### src/rtl/cbt_pkg.sv
package cbt_pkg;

  typedef enum logic [1:0] {
    ST_IDLE   = 2'd0,
    ST_EXC    = 2'd1,
    ST_ACTIVE = 2'd2,
    ST_OSREQ  = 2'd3
  } cb_state_e;

  localparam int CAUSE_W     = 18;
  localparam int OPC_LAST    = 15;
  localparam int CAUSE_BADOP = 1;

  // cause bits 8, 9, 10 and 16 may be retried
  localparam logic [CAUSE_W-1:0] RETRY_MASK = 18'h10700;

  // layout of the low control word (the engine decodes these positions)
  typedef struct packed {
    logic [7:0] exopc;
    logic [7:0] opc;
    logic       rsv_hi;
    logic [1:0] attr1;
    logic [1:0] attr0;
    logic [2:0] xtype;
    logic [3:0] rsv_lo;
    logic [2:0] mode;
    logic       start;
  } ctl_word_t;

  function automatic logic can_retry(input logic [CAUSE_W-1:0] c);
    return (c != '0) && ((c & ~RETRY_MASK) == '0);
  endfunction

endpackage

### src/rtl/cbt_opnd_ram.sv
module cbt_opnd_ram #(
  parameter int NUM = 4,
  parameter int IW  = 2
) (
  input  logic          clk,
  input  logic          wr_en,
  input  logic          wr_half,
  input  logic [IW-1:0] wr_idx,
  input  logic [31:0]   wr_data,
  input  logic          a_rd,
  input  logic [IW-1:0] a_idx,
  output logic [63:0]   a_data,
  input  logic          b_rd,
  input  logic [IW-1:0] b_idx,
  output logic [63:0]   b_data
);

  for (genvar h = 0; h < 2; h++) begin : g_bank
    logic [31:0] mem [NUM];
    logic [31:0] a_q;
    logic [31:0] b_q;

    always_ff @(posedge clk) begin
      if (wr_en && (wr_half == 1'(h))) mem[wr_idx] <= wr_data;
      if (a_rd) a_q <= mem[a_idx];
      if (b_rd) b_q <= mem[b_idx];
    end
  end

  assign a_data = {g_bank[1].a_q, g_bank[0].a_q};
  assign b_data = {g_bank[1].b_q, g_bank[0].b_q};

endmodule

### src/rtl/cbt_seq.sv
module cbt_seq
  import cbt_pkg::*;
(
  input  logic               clk,
  input  logic               rst,
  input  logic               start_wr,
  input  logic [7:0]         new_opc,
  input  logic               ack,
  input  logic               irq_en,
  input  logic               done_valid,
  input  logic               done_os,
  input  logic [3:0]         done_sub,
  input  logic [CAUSE_W-1:0] done_cause,
  output logic [1:0]         st_q,
  output logic [1:0]         st_d,
  output logic [3:0]         sub_q,
  output logic [3:0]         sub_d,
  output logic [CAUSE_W-1:0] cause_q,
  output logic               retry_q,
  output logic               irq_q,
  output logic               exe_q,
  output logic               ovr_q
);

  logic [CAUSE_W-1:0] cause_d;
  logic retry_d, irq_d, exe_d, ovr_d;
  logic busy;

  assign busy = (st_q == ST_ACTIVE);

  always_comb begin
    st_d    = st_q;
    sub_d   = sub_q;
    cause_d = cause_q;
    retry_d = retry_q;
    ovr_d   = ovr_q;
    irq_d   = 1'b0;
    exe_d   = 1'b0;
    if (busy) begin
      if (start_wr) ovr_d = 1'b1;
      if (done_valid) begin
        cause_d = done_cause;
        sub_d   = done_sub;
        retry_d = can_retry(done_cause);
        irq_d   = irq_en;
        if (done_cause != '0) st_d = ST_EXC;
        else if (done_os)     st_d = ST_OSREQ;
        else                  st_d = ST_IDLE;
      end
    end else begin
      if (ack) begin
        st_d    = ST_IDLE;
        sub_d   = '0;
        cause_d = '0;
        retry_d = 1'b0;
        ovr_d   = 1'b0;
      end
      if (start_wr) begin
        sub_d   = '0;
        retry_d = 1'b0;
        if (new_opc > 8'(OPC_LAST)) begin
          st_d    = ST_EXC;
          cause_d = CAUSE_W'(1) << CAUSE_BADOP;
        end else begin
          st_d    = ST_ACTIVE;
          cause_d = '0;
          exe_d   = 1'b1;
        end
      end
    end
  end

  always_ff @(posedge clk) begin
    if (rst) begin
      st_q    <= ST_IDLE;
      sub_q   <= '0;
      cause_q <= '0;
      retry_q <= 1'b0;
      irq_q   <= 1'b0;
      exe_q   <= 1'b0;
      ovr_q   <= 1'b0;
    end else begin
      st_q    <= st_d;
      sub_q   <= sub_d;
      cause_q <= cause_d;
      retry_q <= retry_d;
      irq_q   <= irq_d;
      exe_q   <= exe_d;
      ovr_q   <= ovr_d;
    end
  end

endmodule

### src/rtl/cmd_block_tracker.sv
module cmd_block_tracker
  import cbt_pkg::*;
#(
  parameter int  NUM_OPND = 4,
  localparam int WORDS    = 2 + 2 * NUM_OPND,
  localparam int AW       = $clog2(WORDS),
  localparam int IW       = (NUM_OPND > 1) ? $clog2(NUM_OPND) : 1
) (
  input  logic               clk,
  input  logic               rst,
  input  logic               cpu_wr,
  input  logic [AW-1:0]      cpu_waddr,
  input  logic [31:0]        cpu_wdata,
  input  logic               cpu_rd,
  input  logic [AW-1:0]      cpu_raddr,
  output logic [31:0]        cpu_rdata,
  input  logic               ack_idle,
  output logic               exe_valid,
  output logic [7:0]         exe_opcode,
  output logic [7:0]         exe_exopc,
  output logic [2:0]         exe_xtype,
  output logic [1:0]         exe_attr0,
  output logic [1:0]         exe_attr1,
  output logic [2:0]         exe_mode,
  input  logic               exe_rd_en,
  input  logic [IW-1:0]      exe_rd_idx,
  output logic [63:0]        exe_rd_data,
  input  logic               done_valid,
  input  logic               done_os,
  input  logic [3:0]         done_substatus,
  input  logic [CAUSE_W-1:0] done_cause,
  output logic [1:0]         status_o,
  output logic [3:0]         substatus_o,
  output logic [CAUSE_W-1:0] cause_o,
  output logic               retryable_o,
  output logic               irq_o,
  output logic               overrun_o
);

  localparam logic [AW-1:0] A_LO  = AW'(0);
  localparam logic [AW-1:0] A_HI  = AW'(1);
  localparam logic [AW-1:0] A_OP0 = AW'(2);

  ctl_word_t   ctl_lo_q;
  logic [1:0]  hi_top_q;
  logic [23:0] hi_low_q;
  logic [1:0]  st_q, st_d;
  logic [3:0]  sub_q, sub_d;
  logic        wr_lo, start_wr, busy;

  assign busy     = (st_q == ST_ACTIVE);
  assign wr_lo    = cpu_wr && (cpu_waddr == A_LO);
  assign start_wr = wr_lo && cpu_wdata[0];

  // control words: low word frozen while a command runs
  always_ff @(posedge clk) begin
    if (rst) begin
      ctl_lo_q <= '0;
      hi_top_q <= '0;
      hi_low_q <= '0;
    end else begin
      if (wr_lo && !busy) ctl_lo_q <= ctl_word_t'(cpu_wdata);
      if (cpu_wr && (cpu_waddr == A_HI)) begin
        hi_top_q <= cpu_wdata[31:30];
        hi_low_q <= cpu_wdata[23:0];
      end
    end
  end

  cbt_seq u_seq (
    .clk        (clk),
    .rst        (rst),
    .start_wr   (start_wr),
    .new_opc    (cpu_wdata[23:16]),
    .ack        (ack_idle),
    .irq_en     (ctl_lo_q.mode[2]),
    .done_valid (done_valid),
    .done_os    (done_os),
    .done_sub   (done_substatus),
    .done_cause (done_cause),
    .st_q       (st_q),
    .st_d       (st_d),
    .sub_q      (sub_q),
    .sub_d      (sub_d),
    .cause_q    (cause_o),
    .retry_q    (retryable_o),
    .irq_q      (irq_o),
    .exe_q      (exe_valid),
    .ovr_q      (overrun_o)
  );

  // operand address decode
  logic [AW-1:0] w_off, r_off;
  logic          w_opnd, r_opnd;
  logic [IW-1:0] w_idx, r_idx;

  assign w_off  = cpu_waddr - A_OP0;
  assign r_off  = cpu_raddr - A_OP0;
  assign w_opnd = cpu_wr && (cpu_waddr >= A_OP0) && ({1'b0, cpu_waddr} < (AW+1)'(WORDS));
  assign r_opnd = cpu_rd && (cpu_raddr >= A_OP0) && ({1'b0, cpu_raddr} < (AW+1)'(WORDS));
  assign w_idx  = IW'(w_off >> 1);
  assign r_idx  = IW'(r_off >> 1);

  logic [63:0] cpu_opnd_q;

  cbt_opnd_ram #(.NUM(NUM_OPND), .IW(IW)) u_ram (
    .clk     (clk),
    .wr_en   (w_opnd),
    .wr_half (w_off[0]),
    .wr_idx  (w_idx),
    .wr_data (cpu_wdata),
    .a_rd    (exe_rd_en),
    .a_idx   (exe_rd_idx),
    .a_data  (exe_rd_data),
    .b_rd    (r_opnd),
    .b_idx   (r_idx),
    .b_data  (cpu_opnd_q)
  );

  // read path: the status word samples next-state values
  logic [1:0]  rd_sel_q;
  logic [31:0] rd_ctl_q;

  always_ff @(posedge clk) begin
    if (rst) begin
      rd_sel_q <= '0;
      rd_ctl_q <= '0;
    end else if (cpu_rd) begin
      rd_sel_q <= {r_opnd, r_off[0]};
      if (cpu_raddr == A_LO)      rd_ctl_q <= ctl_lo_q;
      else if (cpu_raddr == A_HI) rd_ctl_q <= {hi_top_q, sub_d, st_d, hi_low_q};
      else                        rd_ctl_q <= '0;
    end
  end

  assign cpu_rdata = rd_sel_q[1] ? (rd_sel_q[0] ? cpu_opnd_q[63:32] : cpu_opnd_q[31:0])
                                 : rd_ctl_q;

  assign exe_opcode  = ctl_lo_q.opc;
  assign exe_exopc   = ctl_lo_q.exopc;
  assign exe_xtype   = ctl_lo_q.xtype;
  assign exe_attr0   = ctl_lo_q.attr0;
  assign exe_attr1   = ctl_lo_q.attr1;
  assign exe_mode    = ctl_lo_q.mode;
  assign status_o    = st_q;
  assign substatus_o = sub_q;

endmodule

### config.mk
export PLATFORM = sky130hd
export DESIGN_NAME = cmd_block_tracker
export DESIGN_NICKNAME = d
export VERILOG_FILES = /design/src/rtl/cbt_pkg.sv /design/src/rtl/cbt_opnd_ram.sv /design/src/rtl/cbt_seq.sv /design/src/rtl/cmd_block_tracker.sv
export SDC_FILE = /design/constraint.sdc
export NUM_CORES = 1
export LEC_CHECK = 0
export ABC_AREA = 1
export ABC_CLOCK_PERIOD_IN_PS = 8900
export BUFFER_PORTS_ARGS = -buffer_cell sky130_fd_sc_hd__buf_4
export CORE_ASPECT_RATIO = 0.6
export CORE_MARGIN = 10
export CORE_UTILIZATION = 40
export DETAILED_ROUTE_END_ITERATION = 12
export PLACE_DENSITY = 0.57
export SETUP_SLACK_MARGIN = 0.02
export SYNTH_ARGS = -nofsm -noshare
export SYNTH_HDL_FRONTEND = slang
export SYNTH_HIERARCHICAL = 1
export SYNTH_SLANG_ARGS = --single-unit
### constraint.sdc
create_clock -name clk -period 8.9 [get_ports clk]
set_clock_uncertainty 0.2 [all_clocks]
set_input_delay 0.89 -clock clk [delete_from_list [all_inputs] [get_ports clk]]
set_output_delay 0.89 -clock clk [all_outputs]
set_load 0.01 [all_outputs]
==> qor.csv, run 1 <==
stage;metric;value;unit
placed_design;input/output buffers;221;
cts;post-CTS sizing;0;
grt;first-pass GRT wire length;106000;um
drt;first-pass detailed-route iteration total;8;
die;die width;331;um
yosys;Net Count, Synth;2692;
yosys;Avg Cell Area, Syn;8.83;um2
cts;CTS root buffer;clkbuf_16;
timing;Worst Slack Setup Final;5.12;ns
timing;max-slew violations;0;
job;MaxCap Viol Count;0;
grt;initial antenna violation count;0;
cts;clk buf depth;3;
die;Die Y;206;um
worst_setup_path;CP Launch Type;register;
power;Power Density;197;nW/um2
yosys;Mapped Cells;2620;
yosys;register area share after synthesis;60.2;%
timing;Fmax;264;MHz
cts;clock sinks;504;
timing;Worst slew margin;21.3;%
yosys;Synth Cell Area;23100;um2
cells_and_area;most frequent cells in the layout;nand2_1, inv_1, nand3_1;
cells_and_area;final net count;2818;
power;P_leak;11.9;nW
timing;unrepaired setup endpoints after global routing;false;
worst_setup_path;critical path capture point type;output pin;
timing;minimum clock period;3.78;ns
cts;CTS tree;yes;
grt;grt ovf;0;
die;die footprint;68200;um2
placed_design;DP Wirelength;42000;um
cts;total CTS buffers;48;
grt;vias in the first global route;17300;
grt;largest net degree at the start of global routing;91;
cells_and_area;most common cell after layout, fill and taps aside;nand2_1;
power;total power;5.21;mW
die;core area;57300;um2
timing;setup TNS;0;ns
cells_and_area;share of layout cells above drive strength 1;12.5;%
worst_setup_path;CP Max Fanout;34;
drt;Total Wirelength;71200;um
timing;Worst-Margin Slew;1.18;ns
die;num rows;68;
drt;Iteration-0 DRC Markers;1984;
yosys;area share of the largest cell type after synthesis;49.8;%
placed_design;dpl ws;4.68;ns
drt;Final ANT Viol Nets;0;
cts;Post-CTS Setup Bufs;0;
yosys;Synth Warn #;6;
yosys;top cells by area, synth;edfxtp_1, nand2_1, dfxtp_1;
worst_setup_path;Critical Path AT;2.69;ns
worst_setup_path;Worst EP required;7.81;ns
cts;Clock transition at path regs;0.07;ns
drt;detailed-route via count;18200;
yosys;Netlist cell types;29;
timing;Final Hold Viols;0;
outcome;status;completed;
die;# IOs;222;
cells_and_area;filler cell count;5434;
drt;DRC viols;0;
cells_and_area;area grow syn2layout;14.3;%
cts;CTS Hold Bufs;0;
timing;Final setup viols;0;
die;starting density of the core;40.4;%
cts;H-tree levels;2;
timing;fin crit share;42.5;%
drt;wire per inst;20.0;um
yosys;Synth area leader;edfxtp_1;
cts;clk_lat worst skew;0.60;ns
worst_setup_path;CP Class;register to output pin;
cells_and_area;Antenna Cells;0;
placed_design;gp weighted congestion;0.814;
drt;DR vias/cell;5.12;
yosys;number of synthesized register bits;504;
min_path;Hold Crit Class;register to register;
grt;total track usage;20.2;%
power;worst vdd ir;0.139;mV
## final timing paths
check	end	start	depth (start not counted)	slack [ns]
setup / recovery	cpu_rdata[0]	rd_sel_q[0]	5	5.12
hold / removal	u_seq/cause_q[15]	u_seq/cause_q[15]	2	0.26
setup reg to reg	rd_sel_q[1]	rd_sel_q[1]	3	6.95
hold reg to reg	u_seq/cause_q[15]	u_seq/cause_q[15]	2	0.26
## cells in the mapped netlist, drive strengths merged
master and instances:
xnor2 2, inv 423, nor3 9, buf 137, edfxtp 384, nand4 4, dfxtp 120, a22oi 1
a21oi 52, o21ai 41, nand2 800, nand3 395, o22ai 36, nor2 182, o221ai 1, clkbuf 32
clkinv 1
## worst max-delay path: stages (launching register included)
cell     delay, ns
dfxtp_2       0.31
buf_4         0.28
inv_2         0.75
nor2_1        0.10
o22ai_1       0.41
buf_4         0.21
## sequential cells by signal, indices dropped and copies added, names as in the netlist, 8 cells and up
signal	cells
exe_opcode	8
u_ram/g_bank.b_q	64
hi_low_q	24
u_ram/g_bank.a_q	64
u_seq/cause_q	18
u_ram/g_bank.mem	256
rd_ctl_q	32
exe_exopc	8
## cells by family after synthesis
group           count (synthesis)  share of synthesized area (%)
compound gates                131                           3.07
xor+xnor                        2                         0.0757
buf+inv                       593                           11.6
flops                         504                           60.2
simple gates                 1390                           25.0
## where the power goes
group / switching (mW) / total [mW] / internal [mW]
combinational: 0.364 / 0.523 / 0.159
clock: 0.917 / 2.02 / 1.11
sequential: 0.0302 / 2.67 / 2.64
## per-stage QoR
stage               utilization [%]  cells  hold slack [ns]  cell area [um2]
floorplan                         -   2620            0.236            23100
global placement               43.5   3466            0.250            24900
detailed placement             43.5   3466            0.257            24900
CTS                            46.1   3555            0.266            26500
global route                   46.1   3555            0.286            26500
finish                         46.1   3555            0.263            26500
## per-layer routing
layer / GRT usage, % / up-vias / part of all wire (%)
met5: 0 / - / 0
met3: 2.74 / 123 / 7.4
met4: 5.48 / 0 / 2.4
met1: 27.7 / 8764 / 43
met2: 33.4 / 769 / 47
li1: - / 8562 / -
## final cells by class
class | count | area [um2] | share of cell area (%)
Multi-Input combinational cell | 1523 | 6590 | 24.9
Timing Repair Buffer | 245 | 1840 | 6.95
Inverter | 424 | 1610 | 6.07
Tap cell | 770 | 963 | 3.64
Clock buffer | 67 | 1370 | 5.16
Sequential cell | 504 | 13900 | 52.7
Clock inverter | 22 | 155 | 0.586
(Power assumes the default switching activity.)
==> run 2: changes to the inputs <==
--- a/config.mk
+++ b/config.mk
@@ -6,7 +6,7 @@
 export NUM_CORES = 1
 export LEC_CHECK = 0
 export ABC_AREA = 1
-export ABC_CLOCK_PERIOD_IN_PS = 8900
+export ABC_CLOCK_PERIOD_IN_PS = 3500
 export BUFFER_PORTS_ARGS = -buffer_cell sky130_fd_sc_hd__buf_4
 export CORE_ASPECT_RATIO = 0.6
 export CORE_MARGIN = 10
==> constraint.sdc (replaced) <==
create_clock -name clk -period 3.5 [get_ports clk]
set_clock_uncertainty 0.2 [all_clocks]
set_input_delay 0.35 -clock clk [delete_from_list [all_inputs] [get_ports clk]]
set_output_delay 0.35 -clock clk [all_outputs]
set_load 0.01 [all_outputs]
==> run 2 against run 1 <==
  * Largest cell class unchanged
  * Global-route usage increased by 0.43 points
  * Worst hold slack got worse by 0.24 ns
  * Combinational power increased to 2.7 times the previous value
  * Highest routed layer unchanged
==> qor.csv, run 2 (synthesis results as in run 1) <==
stage;metric;value;unit;change
timing;Fmax;332;MHz;
timing;max-slew violations;0;;unchanged
worst_setup_path;CP Launch Type;register;;
grt;vias in the first global route;18300;;+5.3%
cells_and_area;largest registers;u_ram/g_bank.mem: 256 flops, u_ram/g_bank.a_q: 64 flops, u_ram/g_bank.b_q: 64 flops;;
min_path;Hold Crit Class;primary input to register;;
worst_setup_path;CP Class;register to output pin;;
worst_setup_path;r2r setup slk;1.60;ns;-5.35 ns
cells_and_area;most frequent cells in the layout;nand2_1, inv_1, nand3_1;;
cts;Post-CTS Setup Bufs;0;;unchanged
cts;post-CTS sizing;0;;unchanged
worst_setup_path;Critical Path AT;2.46;ns;-0.23 ns
cts;clock sinks;504;;unchanged
cts;Clock transition at path regs;0.06;ns;about the same
worst_setup_path;crit-path cells;buf_12, o21ai_0, o22ai_1, buf_4;;
die;# IOs;222;;unchanged
drt;Iteration-0 DRC Markers;1590;;-20%
worst_setup_path;CP Max Fanout;42;;+24%
cts;clk buf depth;3;;unchanged
drt;DRC viols;0;;unchanged
worst_setup_path;Crit-path slowest cell;dfxtp_2;;
drt;Total Wirelength;71900;um;+0.98%
die;starting density of the core;40.4;%;unchanged
worst_setup_path;crit-path max cell delay;1.00;ns;+0.25 ns
cells_and_area;most common cell after layout, fill and taps aside;nand2_1;;
worst_setup_path;Crit. path cell count;4;;-1
timing;Worst Slack Setup Final;0.488;ns;-4.63 ns
placed_design;placed instance area;25100;um2;+0.51%
power;Power Density;493;nW/um2;+150%
worst_setup_path;Top delay family on crit path;flip-flops;;
die;Die Y;206;um;unchanged
cells_and_area;final net count;2884;;+2.3%
worst_setup_path;critical path capture point type;output pin;;
cts;total CTS buffers;48;;unchanged
drt;Final ANT Viol Nets;0;;unchanged
timing;Worst-Margin Slew;1.23;ns;+0.0458 ns
placed_design;input/output buffers;221;;unchanged
die;num rows;68;;unchanged
grt;initial antenna violation count;1;;+1
worst_setup_path;Buffers & Inverters on Critical Path;2;;-1
cells_and_area;share of layout cells above drive strength 1;12.3;%;-0.24 points
timing;Worst slew margin;18.1;%;-3.2 points
grt;total track usage;20.7;%;+0.43 points
timing;Final Hold Viols;0;;unchanged
grt;grt ovf;0;;unchanged
cells_and_area;Biggest register;u_ram/g_bank.mem;;
cts;CTS Hold Bufs;59;;+59
cells_and_area;Antenna Cells;0;;unchanged
power;worst vdd ir;0.413;mV;+200%
placed_design;placed cell count;3473;;+0.20%
worst_setup_path;Worst Setup EP;cpu_rdata[20];;
cells_and_area;final core utilization;47.4;%;+1.2 points
die;core area;57300;um2;unchanged
grt;first-pass GRT wire length;109000;um;+2.3%
cts;CTS root buffer;clkbuf_16;;
drt;first-pass detailed-route iteration total;5;;-3
cells_and_area;design area;27200;um2;+2.7%
cells_and_area;filler cell count;5425;;-0.17%
cells_and_area;area grow syn2layout;17.4;%;
grt;largest net degree at the start of global routing;129;;+42%
drt;detailed-route via count;18400;;+1.0%
worst_setup_path;Worst EP required;2.95;ns;-4.86 ns
worst_setup_path;Worst Setup SP;rd_sel_q[1];;
cts;clk_lat worst skew;0.59;ns;about the same
die;die footprint;68200;um2;unchanged
timing;fin crit share;86.1;%;
outcome;status;completed;;
cells_and_area;final non-filler cell total;3618;;+1.8%
placed_design;DP Wirelength;44000;um;+4.8%
drt;DR vias/cell;5.09;;-0.72%
worst_setup_path;R2R cell count;4;;+1
timing;minimum clock period;3.01;ns;
power;P_leak;12.2;nW;+2.4%
worst_setup_path;Reg-to-Reg End;exe_opcode[5];;
placed_design;gp weighted congestion;0.827;;+1.6%
die;die width;331;um;unchanged
placed_design;dpl ws;0.727;ns;-3.95 ns
job;MaxCap Viol Count;0;;unchanged
timing;unrepaired setup endpoints after global routing;false;;
cells_and_area;max FFs per register;256;;unchanged
timing;setup TNS;0;ns;unchanged
timing;Final setup viols;0;;unchanged
drt;wire per inst;19.9;um;-0.78%
cts;H-tree levels;2;;unchanged
cts;CTS tree;yes;;
worst_setup_path;worst r2r src;u_seq/st_q[0];;
[run 2: through the flow]
stage          power [mW]  hold slack, ns
6_report             13.4          0.0191
5_1_grt              13.9          0.0445
4_1_cts              13.5         0.00193
3_5_place_dp         8.28           0.258
3_3_place_gp         8.26           0.251
2_1_floorplan        7.66           0.229
[run 2: metal layers]
layer  global-route usage (%)  part of all wire (%)  wire [um]
met5                        0                     0          0
met4                     6.50                   2.7       1910
met3                     3.29                   7.4       5280
met2                     34.9                    48      34700
met1                     27.0                    42      29900
[run 2: tightest hold or removal path, cell delays in order]
cell and delay (ns):
buf_4 0.12, nor2_4 0.04, nand2_1 0.05, nand2_1 0.08
a21oi_1 0.13
[run 2: area by class of cell]
type	count	area (um2)	area share [%]
multi-input cells	1523	6590	24.3
well taps	770	963	3.55
clock buffers	61	1250	4.60
repair buffers	311	2560	9.42
clock inverters	25	255	0.940
flip-flops and latches	504	13900	51.3
inverters	424	1610	5.91
[run 2: report_power, final]
group | total [mW] | internal (mW) | switching (mW)
sequential | 6.79 | 6.70 | 0.0842
clock | 5.19 | 2.89 | 2.30
combinational | 1.41 | 0.463 | 0.946
[run 2: worst min-delay path by stage]
stage	startpoint	end	slack, ns	depth (start not counted)
6_report	cpu_raddr[2]	rd_sel_q[1]	0.02	5
5_1_grt	cpu_raddr[2]	rd_sel_q[1]	0.04	5
4_1_cts	cpu_raddr[2]	rd_sel_q[1]	0.002	5
3_5_place_dp	u_seq/cause_q[3]	u_seq/cause_q[3]	0.26	2
3_3_place_gp	u_seq/cause_q[14]	u_seq/cause_q[14]	0.25	2
2_1_floorplan	rst	u_seq/exe_q	0.23	1
==> run 3: changes to the inputs <==
--- a/config.mk
+++ b/config.mk
@@ -6,7 +6,7 @@
 export NUM_CORES = 1
 export LEC_CHECK = 0
 export ABC_AREA = 1
-export ABC_CLOCK_PERIOD_IN_PS = 3500
+export ABC_CLOCK_PERIOD_IN_PS = 3000
 export BUFFER_PORTS_ARGS = -buffer_cell sky130_fd_sc_hd__buf_4
 export CORE_ASPECT_RATIO = 0.6
 export CORE_MARGIN = 10
==> constraint.sdc (replaced) <==
create_clock -name clk -period 3 [get_ports clk]
set_clock_uncertainty 0.2 [all_clocks]
set_input_delay 0.3 -clock clk [delete_from_list [all_inputs] [get_ports clk]]
set_output_delay 0.3 -clock clk [all_outputs]
set_load 0.01 [all_outputs]
==> run 3 against run 2 <==
  * Combinational power is 19% higher
  * First-iteration DRC count is 21% higher
  * Register-to-register slack lost 0.83 ns
  * Final area increased by 2.1%
  * Cell count grew 1.2%
  * Via count rose by 0.98%
  * Non-clock buffer count up 36
  * Worst setup slack worse by 0.20 ns
  * Clock power grew 23%
  * Sequential share of layout area fell by 1.0 points
  * Global-route usage is essentially flat
  * Sequential cell count unchanged
  * Highest routed layer unchanged
==> qor.csv, run 3 (synthesis results as in run 1) <==
stage;metric;value;unit;change
cells_and_area;Seq. cell area;13900;um2;unchanged
worst_setup_path;CP Max Fanout;22;;-48%
drt;wire per inst;19.9;um;about the same
drt;Final ANT Viol Nets;0;;unchanged
timing;Fmax;368;MHz;
cts;total CTS buffers;49;;+2.1%
die;core area;57300;um2;unchanged
cells_and_area;max FFs per register;256;;unchanged
cells_and_area;area grow syn2layout;19.8;%;
cells_and_area;share of layout cells above drive strength 1;13.0;%;+0.76 points
drt;Total Wirelength;72700;um;+1.2%
cts;CTS root buffer;clkbuf_16;;
drt;DR vias/cell;5.08;;-0.18%
grt;largest net degree at the start of global routing;129;;unchanged
power;Power Density;576;nW/um2;+17%
cells_and_area;multi-input combinational cell area;6590;um2;unchanged
grt;initial antenna violation count;0;;-1
power;worst vdd ir;0.392;mV;-5.2%
worst_setup_path;CP Class;register to output pin;;
timing;fin crit share;90.5;%;
grt;total track usage;20.7;%;+0.050 points
timing;Worst-Margin Slew;1.03;ns;-0.195 ns
cells_and_area;most frequent cells in the layout;nand2_1, inv_1, nand3_1;;
cts;post-CTS sizing;0;;unchanged
outcome;status;completed;;
grt;grt ovf;0;;unchanged
timing;Final setup viols;0;;unchanged
timing;Worst slew margin;31.3;%;+13 points
placed_design;DP Wirelength;45200;um;+2.6%
die;die footprint;68200;um2;unchanged
worst_setup_path;crit-path cells;buf_12, o21ai_0, o22ai_1, buf_4;;
drt;first-pass detailed-route iteration total;6;;+1
worst_setup_path;r2r setup slk;0.77;ns;-0.83 ns
die;# IOs;222;;unchanged
worst_setup_path;crit-path max cell delay;0.77;ns;-0.23 ns
drt;DRC viols;0;;unchanged
placed_design;gp weighted congestion;0.810;;-2.1%
die;die width;331;um;unchanged
placed_design;placed instance area;25300;um2;+1.0%
cells_and_area;design area;27700;um2;+2.1%
min_path;Hold Crit Class;primary input to register;;
timing;Final Hold Viols;0;;unchanged
power;P_leak;12.5;nW;+2.6%
cells_and_area;filler cell count;5347;;-1.4%
grt;first-pass GRT wire length;109000;um;+0.23%
cts;clk buf depth;3;;unchanged
timing;max-slew violations;0;;unchanged
die;Die Y;206;um;unchanged
cells_and_area;most common cell after layout, fill and taps aside;nand2_1;;
grt;vias in the first global route;18100;;-0.73%
drt;detailed-route via count;18600;;+0.98%
drt;Iteration-0 DRC Markers;1917;;+21%
worst_setup_path;critical path capture point type;output pin;;
die;starting density of the core;40.4;%;unchanged
worst_setup_path;CP Launch Type;register;;
timing;minimum clock period;2.72;ns;
cts;H-tree levels;2;;unchanged
cts;Clock transition at path regs;0.07;ns;about the same
die;num rows;68;;unchanged
cells_and_area;Biggest register;u_ram/g_bank.mem;;
job;MaxCap Viol Count;0;;unchanged
placed_design;input/output buffers;221;;unchanged
cts;clk_lat worst skew;0.58;ns;about the same
cells_and_area;largest registers;u_ram/g_bank.mem: 256 flops, u_ram/g_bank.a_q: 64 flops, u_ram/g_bank.b_q: 64 flops;;
worst_setup_path;Worst EP required;2.50;ns;-0.45 ns
timing;unrepaired setup endpoints after global routing;false;;
worst_setup_path;Top delay family on crit path;flip-flops;;
worst_setup_path;Critical Path AT;2.22;ns;-0.24 ns
cts;clock sinks;504;;unchanged
worst_setup_path;Crit-path slowest cell;dfxtp_2;;
cells_and_area;final net count;2921;;+1.3%
worst_setup_path;Buffers & Inverters on Critical Path;2;;unchanged
power;total power;16.0;mW;+19%
cells_and_area;Antenna Cells;0;;unchanged
cts;CTS tree;yes;;
run 3: cell types whose count changed in the layout (fill, tap and decap cells not counted), sizes merged:
| cell | before | now |
|---|---|---|
| clkinvlp | 1 | 2 |
| buf | 252 | 269 |
| clkinv | 20 | 17 |
| clkbuf | 61 | 69 |
| dlygate4sd3 | 59 | 78 |
| bufinv | 5 | 4 |
| inv | 423 | 424 |
run 3: per-layer routing:
layer	wire length (um)	vias up	track usage, %
met5	0	-	0
met4	1490	0	4.86
met3	5270	102	2.88
met2	34100	771	34.5
met1	31800	8931	28.3
li1	-	8785	-
run 3: stage by stage:
step	hold slack, ns	std cells	util, %	setup slack (ns)	setup TNS (ns)
after global routing	0.00395	3660	48.3	0.204	0
after detailed placement	0.258	3490	44.2	0.752	0
after global placement	0.251	3490	44.2	0.804	0
after CTS	0.00324	3660	48.3	0.240	0
final	0.000186	3660	48.3	0.284	0
after floorplan	0.179	2620	-	-0.648	-162.24
run 3: repair_timing:
action / in CTS / in global routing
buffers inserted: 0 / 0
endpoints found under the hold margin: 341 / 0
hold buffers: 78 / 0
run 3: cell type report:
cell class,count,area share [%]
inverter,424,5.79
timing repair buffer,347,10.8
clock buffer,69,5.08
sequential,504,50.3
clock inverter,23,0.776
multi-input combinational,1523,23.8
tap,770,3.48
run 3: path summary, 6_finish.rpt:
kind	cells after the start	from	end
setup reg to reg	8	u_seq/st_q[1]	u_seq/cause_q[16]
hold / removal	1	exe_rd_en	u_ram/g_bank[0].a_q[2]
hold reg to reg	2	exe_mode[2]	u_seq/irq_q
setup / recovery	4	rd_sel_q[1]	cpu_rdata[19]
run 3: power breakdown:
part / switching, mW / total (mW) / internal, mW
combinational: 1.12 / 1.68 / 0.567
clock: 2.75 / 6.36 / 3.62
sequential: 0.0882 / 7.91 / 7.82
